### src/rtl/chanIlvPkg.sv
package chanIlvPkg;

  // Low bits below every rule boundary and offset step
  localparam int BLK_SH = 26;
  localparam int FLD_W = 20;

  typedef enum logic [1:0] {
    CFG_BASE = 2'd0,
    CFG_WAYS = 2'd1,
    CFG_OFFS = 2'd2,
    CFG_NONE = 2'd3
  } cfgKind_e;

  // Strobes from control to datapath
  typedef struct packed {
    logic load;
    logic apply;
    logic divStart;
    logic stepSel;
  } ctrlStrb_t;

  // Fields of the selected rule handed to the datapath
  typedef struct packed {
    logic [1:0]       sktGran;
    logic [1:0]       chnGran;
    logic [1:0]       sktLog;
    logic [1:0]       chnFld;
    logic [FLD_W-1:0] ofsFld;
  } ruleSel_t;

  function automatic logic [5:0] granBit(input logic [1:0] code);
    case (code)
      2'd0:    return 6'd6;
      2'd1:    return 6'd8;
      2'd2:    return 6'd12;
      default: return 6'd30;
    endcase
  endfunction

endpackage

### src/rtl/chanIlvRuleTable.sv
module chanIlvRuleTable
  import chanIlvPkg::*;
#(
  parameter int ADDR_W    = 46,
  parameter int NUM_RULES = 8,
  parameter int NUM_CHAN  = 3,
  parameter int REG_W     = 32
) (
  input  logic                 clk,
  input  logic                 rstN,
  input  logic                 cfgWe,
  input  logic [1:0]           cfgKind,
  input  logic [$clog2(NUM_RULES)-1:0] cfgRule,
  input  logic [(NUM_CHAN > 1 ? $clog2(NUM_CHAN) : 1)-1:0] cfgChan,
  input  logic [REG_W-1:0]     cfgData,
  input  logic [ADDR_W-1:0]    reqAddr,
  input  logic [(NUM_CHAN > 1 ? $clog2(NUM_CHAN) : 1)-1:0] reqChan,
  output logic                 hit,
  output ruleSel_t             sel
);

  localparam int IDX_W = $clog2(NUM_RULES);
  localparam int CH_W  = (NUM_CHAN > 1) ? $clog2(NUM_CHAN) : 1;
  localparam logic [CH_W:0] NCH = (CH_W+1)'(NUM_CHAN);
  localparam logic [ADDR_W-1:0] LOW_ONES = ADDR_W'((64'd1 << BLK_SH) - 64'd1);

  logic [FLD_W-1:0] baseFld [NUM_RULES];
  logic [FLD_W-1:0] limFld  [NUM_RULES];
  logic [1:0]       sktGran [NUM_RULES];
  logic [1:0]       chnGran [NUM_RULES];
  logic [1:0]       sktLog  [NUM_RULES];
  logic [1:0]       chnFld  [NUM_RULES];
  logic [FLD_W-1:0] ofsFld  [NUM_RULES][NUM_CHAN];

  logic unusedCfg;
  assign unusedCfg = ^{cfgData[11:8], cfgData[7:0], cfgData[3:0], cfgData[31:24]};

  logic cfgChanOk;
  assign cfgChanOk = {1'b0, cfgChan} < NCH;

  always_ff @(posedge clk) begin
    if (!rstN) begin
      for (int r = 0; r < NUM_RULES; r++) begin
        baseFld[r] <= '0;
        limFld[r]  <= '0;
        sktGran[r] <= '0;
        chnGran[r] <= '0;
        sktLog[r]  <= '0;
        chnFld[r]  <= '0;
        for (int c = 0; c < NUM_CHAN; c++) ofsFld[r][c] <= '0;
      end
    end else if (cfgWe) begin
      case (cfgKind_e'(cfgKind))
        CFG_BASE: begin
          baseFld[cfgRule] <= cfgData[31:12];
          chnGran[cfgRule] <= cfgData[7:6];
          sktGran[cfgRule] <= cfgData[5:4];
        end
        CFG_WAYS: begin
          limFld[cfgRule] <= cfgData[31:12];
          sktLog[cfgRule] <= cfgData[11:10];
          chnFld[cfgRule] <= cfgData[9:8];
        end
        CFG_OFFS: begin
          if (cfgChanOk) ofsFld[cfgRule][cfgChan] <= cfgData[23:4];
        end
        default: ;
      endcase
    end
  end

  logic [NUM_RULES-1:0] ruleHit;

  for (genvar g = 0; g < NUM_RULES; g++) begin : gMatch
    logic [ADDR_W-1:0] loAddr;
    logic [ADDR_W-1:0] hiAddr;
    assign loAddr = ADDR_W'(baseFld[g]) << BLK_SH;
    assign hiAddr = (ADDR_W'(limFld[g]) << BLK_SH) | LOW_ONES;
    assign ruleHit[g] = (reqAddr >= loAddr) && (reqAddr <= hiAddr);
  end

  logic [IDX_W-1:0] selRule;
  logic             anyHit;

  always_comb begin
    selRule = '0;
    anyHit  = 1'b0;
    for (int i = NUM_RULES - 1; i >= 0; i--) begin
      if (ruleHit[i]) begin
        selRule = IDX_W'(i);
        anyHit  = 1'b1;
      end
    end
  end

  logic reqChanOk;
  assign reqChanOk = {1'b0, reqChan} < NCH;
  assign hit = anyHit && reqChanOk;

  always_comb begin
    sel.sktGran = sktGran[selRule];
    sel.chnGran = chnGran[selRule];
    sel.sktLog  = sktLog[selRule];
    sel.chnFld  = chnFld[selRule];
    sel.ofsFld  = reqChanOk ? ofsFld[selRule][reqChan] : '0;
  end

endmodule

### src/rtl/chanIlvSerialDiv.sv
module chanIlvSerialDiv #(
  parameter int W       = 46,
  parameter int DIVISOR = 3
) (
  input  logic         clk,
  input  logic         rstN,
  input  logic         start,
  input  logic [W-1:0] dividend,
  output logic [W-1:0] quotient,
  output logic         busy,
  output logic         done
);

  localparam int RW = $clog2(DIVISOR) + 1;
  localparam int CW = $clog2(W + 1);
  localparam logic [RW:0] DIV_V = (RW+1)'(DIVISOR);

  logic [W-1:0]  work;
  logic [RW-1:0] rem;
  logic [CW-1:0] cnt;
  logic          doneR;

  logic [RW:0] trial;
  logic        fits;
  logic [RW:0] trialSub;
  assign trial    = {rem, work[W-1]};
  assign fits     = trial >= DIV_V;
  assign trialSub = trial - DIV_V;

  always_ff @(posedge clk) begin
    if (!rstN) begin
      work  <= '0;
      rem   <= '0;
      cnt   <= '0;
      doneR <= 1'b0;
    end else if (start) begin
      work  <= dividend;
      rem   <= '0;
      cnt   <= CW'(W);
      doneR <= 1'b0;
    end else if (cnt != '0) begin
      rem   <= fits ? trialSub[RW-1:0] : trial[RW-1:0];
      work  <= {work[W-2:0], fits};
      cnt   <= cnt - CW'(1);
      doneR <= (cnt == CW'(1));
    end else begin
      doneR <= 1'b0;
    end
  end

  assign quotient = work;
  assign busy     = cnt != '0;
  assign done     = doneR;

endmodule

### src/rtl/chanIlvDatapath.sv
module chanIlvDatapath
  import chanIlvPkg::*;
#(
  parameter int ADDR_W = 46,
  parameter int SKT_W  = 4,
  parameter int CHW_W  = 3
) (
  input  logic              clk,
  input  logic              rstN,
  input  ctrlStrb_t         strb,
  input  logic [ADDR_W-1:0] reqAddr,
  input  logic              hit,
  input  ruleSel_t          sel,
  output logic              needDiv,
  output logic              divDone,
  output logic              miss,
  output logic              busy,
  output logic [ADDR_W-1:0] chanAddr,
  output logic [SKT_W-1:0]  sktWays,
  output logic [CHW_W-1:0]  chnWays
);

  logic [ADDR_W-1:0] origAddr;
  logic [ADDR_W-1:0] runAddr;
  logic              missR;
  logic [1:0]        sktGranR;
  logic [1:0]        chnGranR;
  logic [1:0]        sktLogR;
  logic [1:0]        chnFldR;

  logic [5:0]        sktBit;
  logic [5:0]        chnBit;
  logic              chnFirst;
  logic              chanStep;
  logic [5:0]        stepShift;
  logic [1:0]        stepLog;
  logic [ADDR_W-1:0] lowSrc;
  logic [ADDR_W-1:0] hiPart;
  logic [ADDR_W-1:0] divQuo;
  logic [ADDR_W-1:0] quo;
  logic [ADDR_W-1:0] lowMask;
  logic [ADDR_W-1:0] stepRes;
  logic [ADDR_W-1:0] ofsAddr;

  assign sktBit    = granBit(sktGranR);
  assign chnBit    = granBit(chnGranR);
  assign chnFirst  = (chnFldR == 2'd2) && (sktBit > chnBit);
  assign chanStep  = strb.stepSel ? !chnFirst : chnFirst;
  assign stepShift = chanStep ? chnBit : sktBit;
  assign stepLog   = chanStep ? ((chnFldR == 2'd3) ? 2'd2 : chnFldR) : sktLogR;
  assign lowSrc    = chnFirst ? runAddr : origAddr;
  assign hiPart    = runAddr >> stepShift;
  assign needDiv   = chanStep && (chnFldR == 2'd2);
  assign quo       = needDiv ? divQuo : (hiPart >> stepLog);
  assign lowMask   = ~({ADDR_W{1'b1}} << stepShift);
  assign stepRes   = (quo << stepShift) | (lowSrc & lowMask);
  assign ofsAddr   = ADDR_W'(sel.ofsFld) << BLK_SH;

  always_ff @(posedge clk) begin
    if (!rstN) begin
      origAddr <= '0;
      runAddr  <= '0;
      missR    <= 1'b0;
      sktGranR <= '0;
      chnGranR <= '0;
      sktLogR  <= '0;
      chnFldR  <= '0;
    end else if (strb.load) begin
      origAddr <= reqAddr;
      runAddr  <= reqAddr - ofsAddr;
      missR    <= !hit;
      sktGranR <= sel.sktGran;
      chnGranR <= sel.chnGran;
      sktLogR  <= sel.sktLog;
      chnFldR  <= sel.chnFld;
    end else if (strb.apply) begin
      runAddr <= stepRes;
    end
  end

  chanIlvSerialDiv #(
    .W      (ADDR_W),
    .DIVISOR(3)
  ) uDiv (
    .clk     (clk),
    .rstN    (rstN),
    .start   (strb.divStart),
    .dividend(hiPart),
    .quotient(divQuo),
    .busy    (busy),
    .done    (divDone)
  );

  assign miss     = missR;
  assign chanAddr = runAddr;
  assign sktWays  = SKT_W'(1) << sktLogR;
  assign chnWays  = CHW_W'(chnFldR) + CHW_W'(1);

endmodule

### src/rtl/chanIlvCtrl.sv
module chanIlvCtrl
  import chanIlvPkg::*;
(
  input  logic      clk,
  input  logic      rstN,
  input  logic      reqValid,
  output logic      reqReady,
  output logic      rspValid,
  input  logic      rspReady,
  input  logic      miss,
  input  logic      needDiv,
  input  logic      divDone,
  output ctrlStrb_t strb
);

  typedef enum logic [1:0] {S_IDLE, S_STEP, S_DIVW, S_RESP} state_e;

  state_e state, nxtState;
  logic   stepIdx, nxtIdx;

  always_comb begin
    nxtState     = state;
    nxtIdx       = stepIdx;
    strb         = '0;
    strb.stepSel = stepIdx;
    case (state)
      S_IDLE: begin
        if (reqValid) begin
          strb.load = 1'b1;
          nxtState  = S_STEP;
          nxtIdx    = 1'b0;
        end
      end
      S_STEP: begin
        if (miss) begin
          nxtState = S_RESP;
        end else if (needDiv) begin
          strb.divStart = 1'b1;
          nxtState      = S_DIVW;
        end else begin
          strb.apply = 1'b1;
          if (stepIdx) nxtState = S_RESP;
          else nxtIdx = 1'b1;
        end
      end
      S_DIVW: begin
        if (divDone) begin
          strb.apply = 1'b1;
          if (stepIdx) begin
            nxtState = S_RESP;
          end else begin
            nxtIdx   = 1'b1;
            nxtState = S_STEP;
          end
        end
      end
      default: begin
        if (rspReady) nxtState = S_IDLE;
      end
    endcase
  end

  always_ff @(posedge clk) begin
    if (!rstN) begin
      state   <= S_IDLE;
      stepIdx <= 1'b0;
    end else begin
      state   <= nxtState;
      stepIdx <= nxtIdx;
    end
  end

  assign reqReady = state == S_IDLE;
  assign rspValid = state == S_RESP;

endmodule

### src/rtl/chanIlvRemover.sv
module chanIlvRemover
  import chanIlvPkg::*;
#(
  parameter int ADDR_W    = 46,
  parameter int NUM_RULES = 8,
  parameter int NUM_CHAN  = 3,
  parameter int REG_W     = 32,
  parameter int SKT_W     = 4,
  parameter int CHW_W     = 3
) (
  input  logic                 clk,
  input  logic                 rstN,
  input  logic                 cfgWe,
  input  logic [1:0]           cfgKind,
  input  logic [$clog2(NUM_RULES)-1:0] cfgRule,
  input  logic [(NUM_CHAN > 1 ? $clog2(NUM_CHAN) : 1)-1:0] cfgChan,
  input  logic [REG_W-1:0]     cfgData,
  input  logic                 reqValid,
  output logic                 reqReady,
  input  logic [ADDR_W-1:0]    reqAddr,
  input  logic [(NUM_CHAN > 1 ? $clog2(NUM_CHAN) : 1)-1:0] reqChan,
  output logic                 rspValid,
  input  logic                 rspReady,
  output logic                 rspMiss,
  output logic [ADDR_W-1:0]    rspChanAddr,
  output logic [SKT_W-1:0]     rspSktWays,
  output logic [CHW_W-1:0]     rspChnWays,
  output logic                 busy
);

  ctrlStrb_t strb;
  ruleSel_t  sel;
  logic      hit;
  logic      needDiv;
  logic      divDone;
  logic      miss;

  chanIlvRuleTable #(
    .ADDR_W   (ADDR_W),
    .NUM_RULES(NUM_RULES),
    .NUM_CHAN (NUM_CHAN),
    .REG_W    (REG_W)
  ) uTable (
    .clk    (clk),
    .rstN   (rstN),
    .cfgWe  (cfgWe),
    .cfgKind(cfgKind),
    .cfgRule(cfgRule),
    .cfgChan(cfgChan),
    .cfgData(cfgData),
    .reqAddr(reqAddr),
    .reqChan(reqChan),
    .hit    (hit),
    .sel    (sel)
  );

  chanIlvCtrl uCtrl (
    .clk     (clk),
    .rstN    (rstN),
    .reqValid(reqValid),
    .reqReady(reqReady),
    .rspValid(rspValid),
    .rspReady(rspReady),
    .miss    (miss),
    .needDiv (needDiv),
    .divDone (divDone),
    .strb    (strb)
  );

  chanIlvDatapath #(
    .ADDR_W(ADDR_W),
    .SKT_W (SKT_W),
    .CHW_W (CHW_W)
  ) uPath (
    .clk     (clk),
    .rstN    (rstN),
    .strb    (strb),
    .reqAddr (reqAddr),
    .hit     (hit),
    .sel     (sel),
    .needDiv (needDiv),
    .divDone (divDone),
    .miss    (miss),
    .busy    (busy),
    .chanAddr(rspChanAddr),
    .sktWays (rspSktWays),
    .chnWays (rspChnWays)
  );

  assign rspMiss = miss;

endmodule

### config.mk
export PLATFORM = sky130hd
export DESIGN_NAME = chanIlvRemover
export DESIGN_NICKNAME = d
export VERILOG_FILES = /design/src/rtl/chanIlvPkg.sv /design/src/rtl/chanIlvRuleTable.sv /design/src/rtl/chanIlvSerialDiv.sv /design/src/rtl/chanIlvDatapath.sv /design/src/rtl/chanIlvCtrl.sv /design/src/rtl/chanIlvRemover.sv
export SDC_FILE = /design/constraint.sdc
export NUM_CORES = 2
export LEC_CHECK = 0
export ABC_AREA = 1
export BUFFER_PORTS_ARGS = -buffer_cell sky130_fd_sc_hd__buf_2
export CORE_MARGIN = 2
export CORE_UTILIZATION = 40
export CTS_CLUSTER_SIZE = 12
export DETAILED_ROUTE_END_ITERATION = 10
export PLACE_DENSITY_LB_ADDON = 0.1
export SLEW_MARGIN = 40
export SYNTH_ARGS = -nofsm -noshare
export SYNTH_HDL_FRONTEND = slang
export SYNTH_SLANG_ARGS = --single-unit
### constraint.sdc
create_clock -name clk -period 12.41 [get_ports clk]
set_input_delay 2.482 -clock clk [delete_from_list [all_inputs] [get_ports clk]]
set_output_delay 2.482 -clock clk [all_outputs]
set_load 0.02 [all_outputs]
# Word level (Yosys, flattened, before mapping)

Memory sizes are Yosys's and may differ from the RTL's. A register that Yosys moved wholly into a read port is not among the register bits.
Index checks and enable logic that the tools add are counted.

Register bits: 152
Memory bits (writable): 864
Word-level logic and storage cells: 204
Memories: 7

Memories:

| memory          | depth | bits a word | rd ports | clocked after Yosys merged registers in | write ports | RTL line               | source |
|---|---|---|---|---|---|---|---|
| uTable.ofsFld   | 8     | 60          | 1        | 0                                       | 8           | chanIlvRuleTable.sv:33 | `logic [FLD_W-1:0] ofsFld [NUM_RULES][NUM_CHAN];` |
| uTable.baseFld  | 8     | 20          | 8        | 0                                       | 8           | chanIlvRuleTable.sv:27 | `logic [FLD_W-1:0] baseFld [NUM_RULES];` |
| uTable.limFld   | 8     | 20          | 8        | 0                                       | 8           | chanIlvRuleTable.sv:28 | `logic [FLD_W-1:0] limFld [NUM_RULES];` |
| uTable.chnFld   | 8     | 2           | 1        | 1                                       | 8           | chanIlvRuleTable.sv:32 | `logic [1:0] chnFld [NUM_RULES];` |
| uTable.chnGran  | 8     | 2           | 1        | 1                                       | 8           | chanIlvRuleTable.sv:30 | `logic [1:0] chnGran [NUM_RULES];` |
| uTable.sktGran  | 8     | 2           | 1        | 1                                       | 8           | chanIlvRuleTable.sv:29 | `logic [1:0] sktGran [NUM_RULES];` |
| 1 more memories | -     | -           | -        | -                                       | -           | -                      |  |

Add/sub/neg operators: 4
Order comparisons: 23
Equal/unequal tests: 17
Shift-type cells: 5
Mux-type cells: 93
Bitwise logic cells: 7
Reduce and logical (&&, ||, !) cells: 38

Operators by type and width:

| cell                                                                 | number |
|---|---|
| 46-bit >= comparator                                                 | 8 |
| 46-bit <= comparator                                                 | 8 |
| 46-bit 2-to-1 mux                                                    | 6 |
| 60-bit 2-to-1 mux                                                    | 3 |
| 20-bit 2-to-1 mux                                                    | 6 |
| 60-bit OR reduction                                                  | 1 |
| 3-bit 2-to-1 mux                                                     | 16 |
| 46-bit AND                                                           | 1 |
| 46-bit NOT                                                           | 1 |
| 46-bit OR                                                            | 1 |
| 46-bit by 6-bit << shifter with 46-bit output                        | 1 |
| 46-bit by 6-bit << shifter with 46-bit output (first input constant) | 1 |
| 46-bit by 2-bit right shift with 46-bit output                       | 1 |
| 46-bit by 6-bit right shift with 46-bit output                       | 1 |
| 46-bit subtractor                                                    | 1 |
| 20-bit binary-select mux with 2-bit select                           | 1 |
| 20-bit demux with 2-bit select                                       | 1 |
| 20-bit OR reduction                                                  | 2 |
| 1-bit 2-to-1 mux                                                     | 38 |
| 5-bit case mux with 3 select lines                                   | 2 |
| 2-bit 2-to-1 mux                                                     | 14 |
| 2-bit equality test (second input constant)                          | 7 |
| 1-bit logical AND                                                    | 12 |
| 6-bit 2-to-1 mux                                                     | 2 |
| 30 further kinds                                                     | 52 |

# Depth between registers and ports, before layout

An unclocked memory read counts as a cell.

Depth in word-level cells: 18
Mapped depth: 47
Mapped depth without buffers: 45

# Hierarchy

A second synthesis with hierarchy kept.

Cells, all modules: 7205
Area total of the unflattened synthesis: 58997.8 µm²

By module, submodules not included:

| module           | times used | cells an instance | area each (µm²) |
|---|---|---|---|
| chanIlvRuleTable | 1          | 4709              | 44934.3 |
| chanIlvDatapath  | 1          | 2014              | 10910.5 |
| chanIlvSerialDiv | 1          | 424               | 2788.9 |
| chanIlvCtrl      | 1          | 58                | 364.1 |

# Worst setup path before layout

OpenSTA, ideal clock, no wires.

Path kind: input port to flip-flop
Start point: in reqAddr[45]
End point: reg uPath.runAddr[45], in the netlist uPath.chanAddr[45]
Arrival time: 7.221 ns
Required time: 12.291 ns
Setup slack: 5.069 ns
Cell stages on the path: 37
Buffers on the path: 3
Cells stage by stage: ha_1 -> nand2_1 -> nor2_1 -> nand2_1 -> nor4_1 -> nand3_1 -> nand4_1 -> nand2_1 -> nand2_1 -> nand2_1 -> nand2_1 -> nand2_2 -> nand2_2 -> buf_4 -> buf_2 -> clkbuf_1 -> nor2_1 -> o221ai_1 -> a31oi_1 -> ha_1 -> a21oi_1 -> nand2_1 -> a31oi_1 -> o21ai_0 -> a21oi_1 -> o21ai_0 -> a21boi_0 -> o21ai_0 -> nand2_1 -> nand2_1 -> a21oi_1 -> xor2_1 -> inv_1 -> nand3_1 -> nand2_1 -> nand2_1 -> a21oi_1

Cells in the longest elaborated chain, start to end: 17

Ends and longest elaborated chain:

| element                                                             | RTL line                | source |
|---|---|---|
| start, declared                                                     | chanIlvRemover.sv:20    | `input logic [ADDR_W-1:0] reqAddr,` |
| 46-bit >= comparator / 46-bit <= comparator (equally long branches) | chanIlvRuleTable.sv:79  | `assign ruleHit[g] = (reqAddr >= loAddr) && (reqAddr <= hiAddr);` |
| 1-bit logical AND                                                   | chanIlvRuleTable.sv:79  |  |
| 3-bit 2-to-1 mux (8 in a row)                                       | chanIlvRuleTable.sv:89  | `if (ruleHit[i]) begin` |
| memory 8 x 60 bit                                                   | -                       |  |
| 20-bit binary-select mux with 2-bit select                          | chanIlvRuleTable.sv:105 | `sel.ofsFld = reqChanOk ? ofsFld[selRule][reqChan] : '0;` |
| 20-bit 2-to-1 mux (implied by the code) (2 in a row)                | chanIlvRuleTable.sv:105 |  |
| 20-bit 2-to-1 mux                                                   | chanIlvRuleTable.sv:105 |  |
| 46-bit subtractor *                                                 | chanIlvDatapath.sv:70   | `runAddr <= reqAddr - ofsAddr;` |
| 46-bit 2-to-1 mux *                                                 | chanIlvDatapath.sv:68   | `end else if (strb.load) begin` |
| end signal, assigned                                                | chanIlvDatapath.sv:70   |  |
| end signal, assigned                                                | chanIlvDatapath.sv:77   | `runAddr <= stepRes;` |
| end, declared                                                       | chanIlvDatapath.sv:24   | `logic [ADDR_W-1:0] runAddr;` |

Mark *: on every way between the ends. The rest lies on a longest branch, timed or not. The select of a mux whose other input is x is not followed.
A chain may end at the register's enable or synchronous reset.

# Final worst setup path

Start point: in reqAddr[31]
End point: reg uPath.runAddr[45], in the netlist uPath.chanAddr[45]

Same word-level chain as after synthesis.

==> run summary <==
Initial core utilization - 40.4%
Post-CTS setup buffers - 0
Arr. time, crit path - 10.81 ns
Combinational Power Share - 48.8%
Max-cap violations - 0
Peak supply drop - 0.242 mV
Final setup margin - 2.24 ns
Cell repeated most along the worst path - nand2_1
CP endpoint kind - flip-flop
Synthesized cell area - 57100 sq um
Routed WL per cell - 23.2 microns
Die width - 382 microns
Antenna Nets Post-Route - 0
Worst Tran Pin Value - 0.955 ns
Dominant synthesized flop cell - edfxtp_1
Reg clk slew, reported paths - 0.05 ns
Die Ht - 382 microns
Gpl congestion - 0.941
Clock sink count - 1008
Clock Skew - 0.0525 ns
TritonRoute pass-1 iters - 8
Slew Limit Fails - 0
Root buf cell - clkbuf_16
Sequential area share after synthesis - 50.5%
FF+latch count, synth - 1008
DR vias - 48459
CP startpoint kind - primary input
F_max - 0.0983 GHz
Synth warn - 0
NetSw - 6870 uW
Share of power burned in registers - 28.4%
CP max FO - 80
Final setup viols - 0
Dpl cell area - 59700 sq um
Post-DP HPWL - 130000 microns
Post-Route WL - 203000 microns
Hold-fix buffer count after cts - 0
Initial antenna violation count - 9
Final Hold Fails - 0
Area delta synth->final - 11.0%
Final Cell Area - 63400 sq um
PD cells - 230 nW/um^2
Layout cell share with drive strength beyond 1 - 8.26%
First-pass GRT wire length - 298000 microns
Worst min path class - flip-flop to flip-flop
Crit path largest cell delay - 0.72 ns
Tmin final - 10.17 ns
I/O pin cnt - 149
Vias in the first global route - 45465
Synth Instances - 6797
P_leak - 0.0268 uW
Via density - 5.54
Final TNS setup - 0 ns
Die area - 146000 sq um
Placeable Area - 142000 sq um
Slowest cell on crit path - inv_6
H-tree levels - 3
Nets@finish - 7207
Sw Ratio - 47.1%
Post-place setup slack - 1.60 ns
Status - finished, final reports clean
GRT Overall Usage - 27.4%
Clk pwr share - 22.8%
RSZ-0062 raised after global routing - no
Slew margin rel. - 36.2%
Synth async-reset ratio - 0%
Number of distinct library cells after synthesis - 57
I/O Buffers - 144
Row count - 138
Syn_area_per_cell - 8.41 sq um
Clock latency on the worst-skew pair - 0.76 ns
Mapped Nets - 7249
TritonCTS Buffers - 114
Period utilization - 81.9%
Max Buffers Root-to-Sink - 3
Global route overflow - 0
EDFF count, synth - 864
CTS resizes - 0
TritonCTS clock tree - yes
Critical Path RT - 13.05 ns
WS Path Type - primary input to flip-flop
Largest net degree at the start of global routing - 144
P_int - 7720 uW
Drt first-iter violations - 4702
DRC - 0
synth_stat cells (3+ instances only):
master     count  area (sq um)
xor2_1         8          70.1
edfxtp_1     864         25900
buf_4         13          97.6
nand4_1       77           482
or2_2         14          87.6
o221ai_1      53           464
a31oi_1       62           388
o211ai_1      28           210
dfxtp_1      144          2880
buf_2         79           395
and2_1         5          31.3
o21a_1         4          30.0
o21bai_1       3          22.5
a311oi_1       3          26.3
mux2i_1       14           140
o22ai_1        4          25.0
o32ai_1        8          70.1
nor3b_1        3          22.5
xnor2_1        8          70.1
nand3b_1       6          45.0
o21ai_1       28           140
or2_1          3          18.8
nand3_1      823          4120
nor2_1      1161          4360
clkbuf_1     281          1050
a21oi_1      319          1600
ha_1         359          4490
a21o_1         5          37.5
o21ai_0      289          1450
nor3_1        40           200
o2111ai_1      5          43.8
a22oi_1        4          30.0
nand2_2       10          62.6
a211oi_1      10          75.1
nor2_2         6          37.5
nand2_1     1372          5150
buf_1         42           158
inv_2         11          41.3
nor4_1        15          93.8
inv_1        589          2210
layout by cell type, fill, tap and decap left out, types with 8 or more instances in the layout:
master,n
nor2_1,1155
nand4_1,77
inv_1,570
inv_2,28
o211ai_1,28
clkinv_1,31
clkbuf_16,114
nand2_1,1310
buf_2,143
o221ai_1,53
or2_2,14
ha_1,359
dfxtp_1,144
a211oi_1,10
edfxtp_1,864
nor4_1,15
xnor2_1,8
clkbuf_1,21
nand2_2,70
a31oi_1,62
o32ai_1,8
nor3_1,36
a21oi_1,319
clkinv_2,25
o21ai_0,288
buf_4,102
nor2_2,10
o21ai_1,27
xor2_1,8
nand3_1,821
mux2i_1,14
final cells by class:
class | instances | area [sq um]
antenna | 5 | 12.5
clock inverter | 69 | 586
inverter | 602 | 2270
fill | 14068 | 78200
multi-input combinational | 4770 | 24600
clock buffer | 141 | 3010
sequential | 1008 | 28800
tap | 1890 | 2360
timing repair buffer | 259 | 1750
critical path, delay by kind of cell:
family	cells	cell delay, ns
AO/OA/AOI/OAI	11	2.52
XOR/XNOR	1	0.29
adder cells (fa/ha/maj)	2	0.72
buffers and inverters	4	2.01
AND/OR/NAND/NOR	21	2.64
worst paths after layout:
kind | from | endpoint | cells after the start | slack, ns
hold / removal | uPath.uDiv.quotient[44] | uPath.uDiv.quotient[44] | 2 | 0.47
setup / recovery | reqAddr[31] | uPath.chanAddr[45] | 39 | 2.24
setup reg to reg | uTable.baseFld[7][19] | uPath.chanAddr[45] | 41 | 4.26
hold reg to reg | uPath.uDiv.quotient[44] | uPath.uDiv.quotient[44] | 2 | 0.47
metal layers:
| metal | track usage, % | share of wire, % |
|---|---|---|
| met2 | 45.0 | 47 |
| met3 | 3.89 | 6.5 |
| met5 | 0 | 0.023 |
| met4 | 9.29 | 3.6 |
| met1 | 36.9 | 43 |
per-stage QoR:
step	util [%]	cells	hold WS (ns)	power, uW
5_1_grt	44.8	8742	0.481	15400
6_report	44.8	8744	0.465	14600
3_5_place_dp	42.2	8526	0.458	11200
4_1_cts	44.7	8736	0.467	14500
2_1_floorplan	-	6797	0.442	8830
3_3_place_gp	42.0	8521	0.454	11100
flip-flops by register name, summed over array words and instances (netlist names), 30 cells and up, named ones only:
name                 flops
uTable.ofsFld          480
uTable.baseFld         160
uTable.limFld          160
uPath.uDiv.quotient     46
uPath.chanAddr          44
uPath.origAddr          30
logic make-up (layout without fill, tap and decap cells):
group	Yosys count	count (layout)	share of synthesized area (%)
AOI/OAI and AO/OA	838	838	8.29
xor gates and xnor gates	16	16	0.245
adders and majority gates	360	360	7.90
buffers and inverters	1019	1071	6.98
DFF	1008	1008	50.5
muxes	14	14	0.245
other	0	5	0
and+or+nand+nor	3542	3542	25.9
power groups by stage:
stage / clock network (uW) / logic, uW / registers, uW
finish: 3320 / 7120 / 4140
floorplan: 0 / 4650 / 4180
global route: 3490 / 7770 / 4160
CTS: 3370 / 7000 / 4130
detailed placement: 0 / 6970 / 4200
global placement: 0 / 6940 / 4200
No activity file was read; power rests on OpenSTA's default activity.
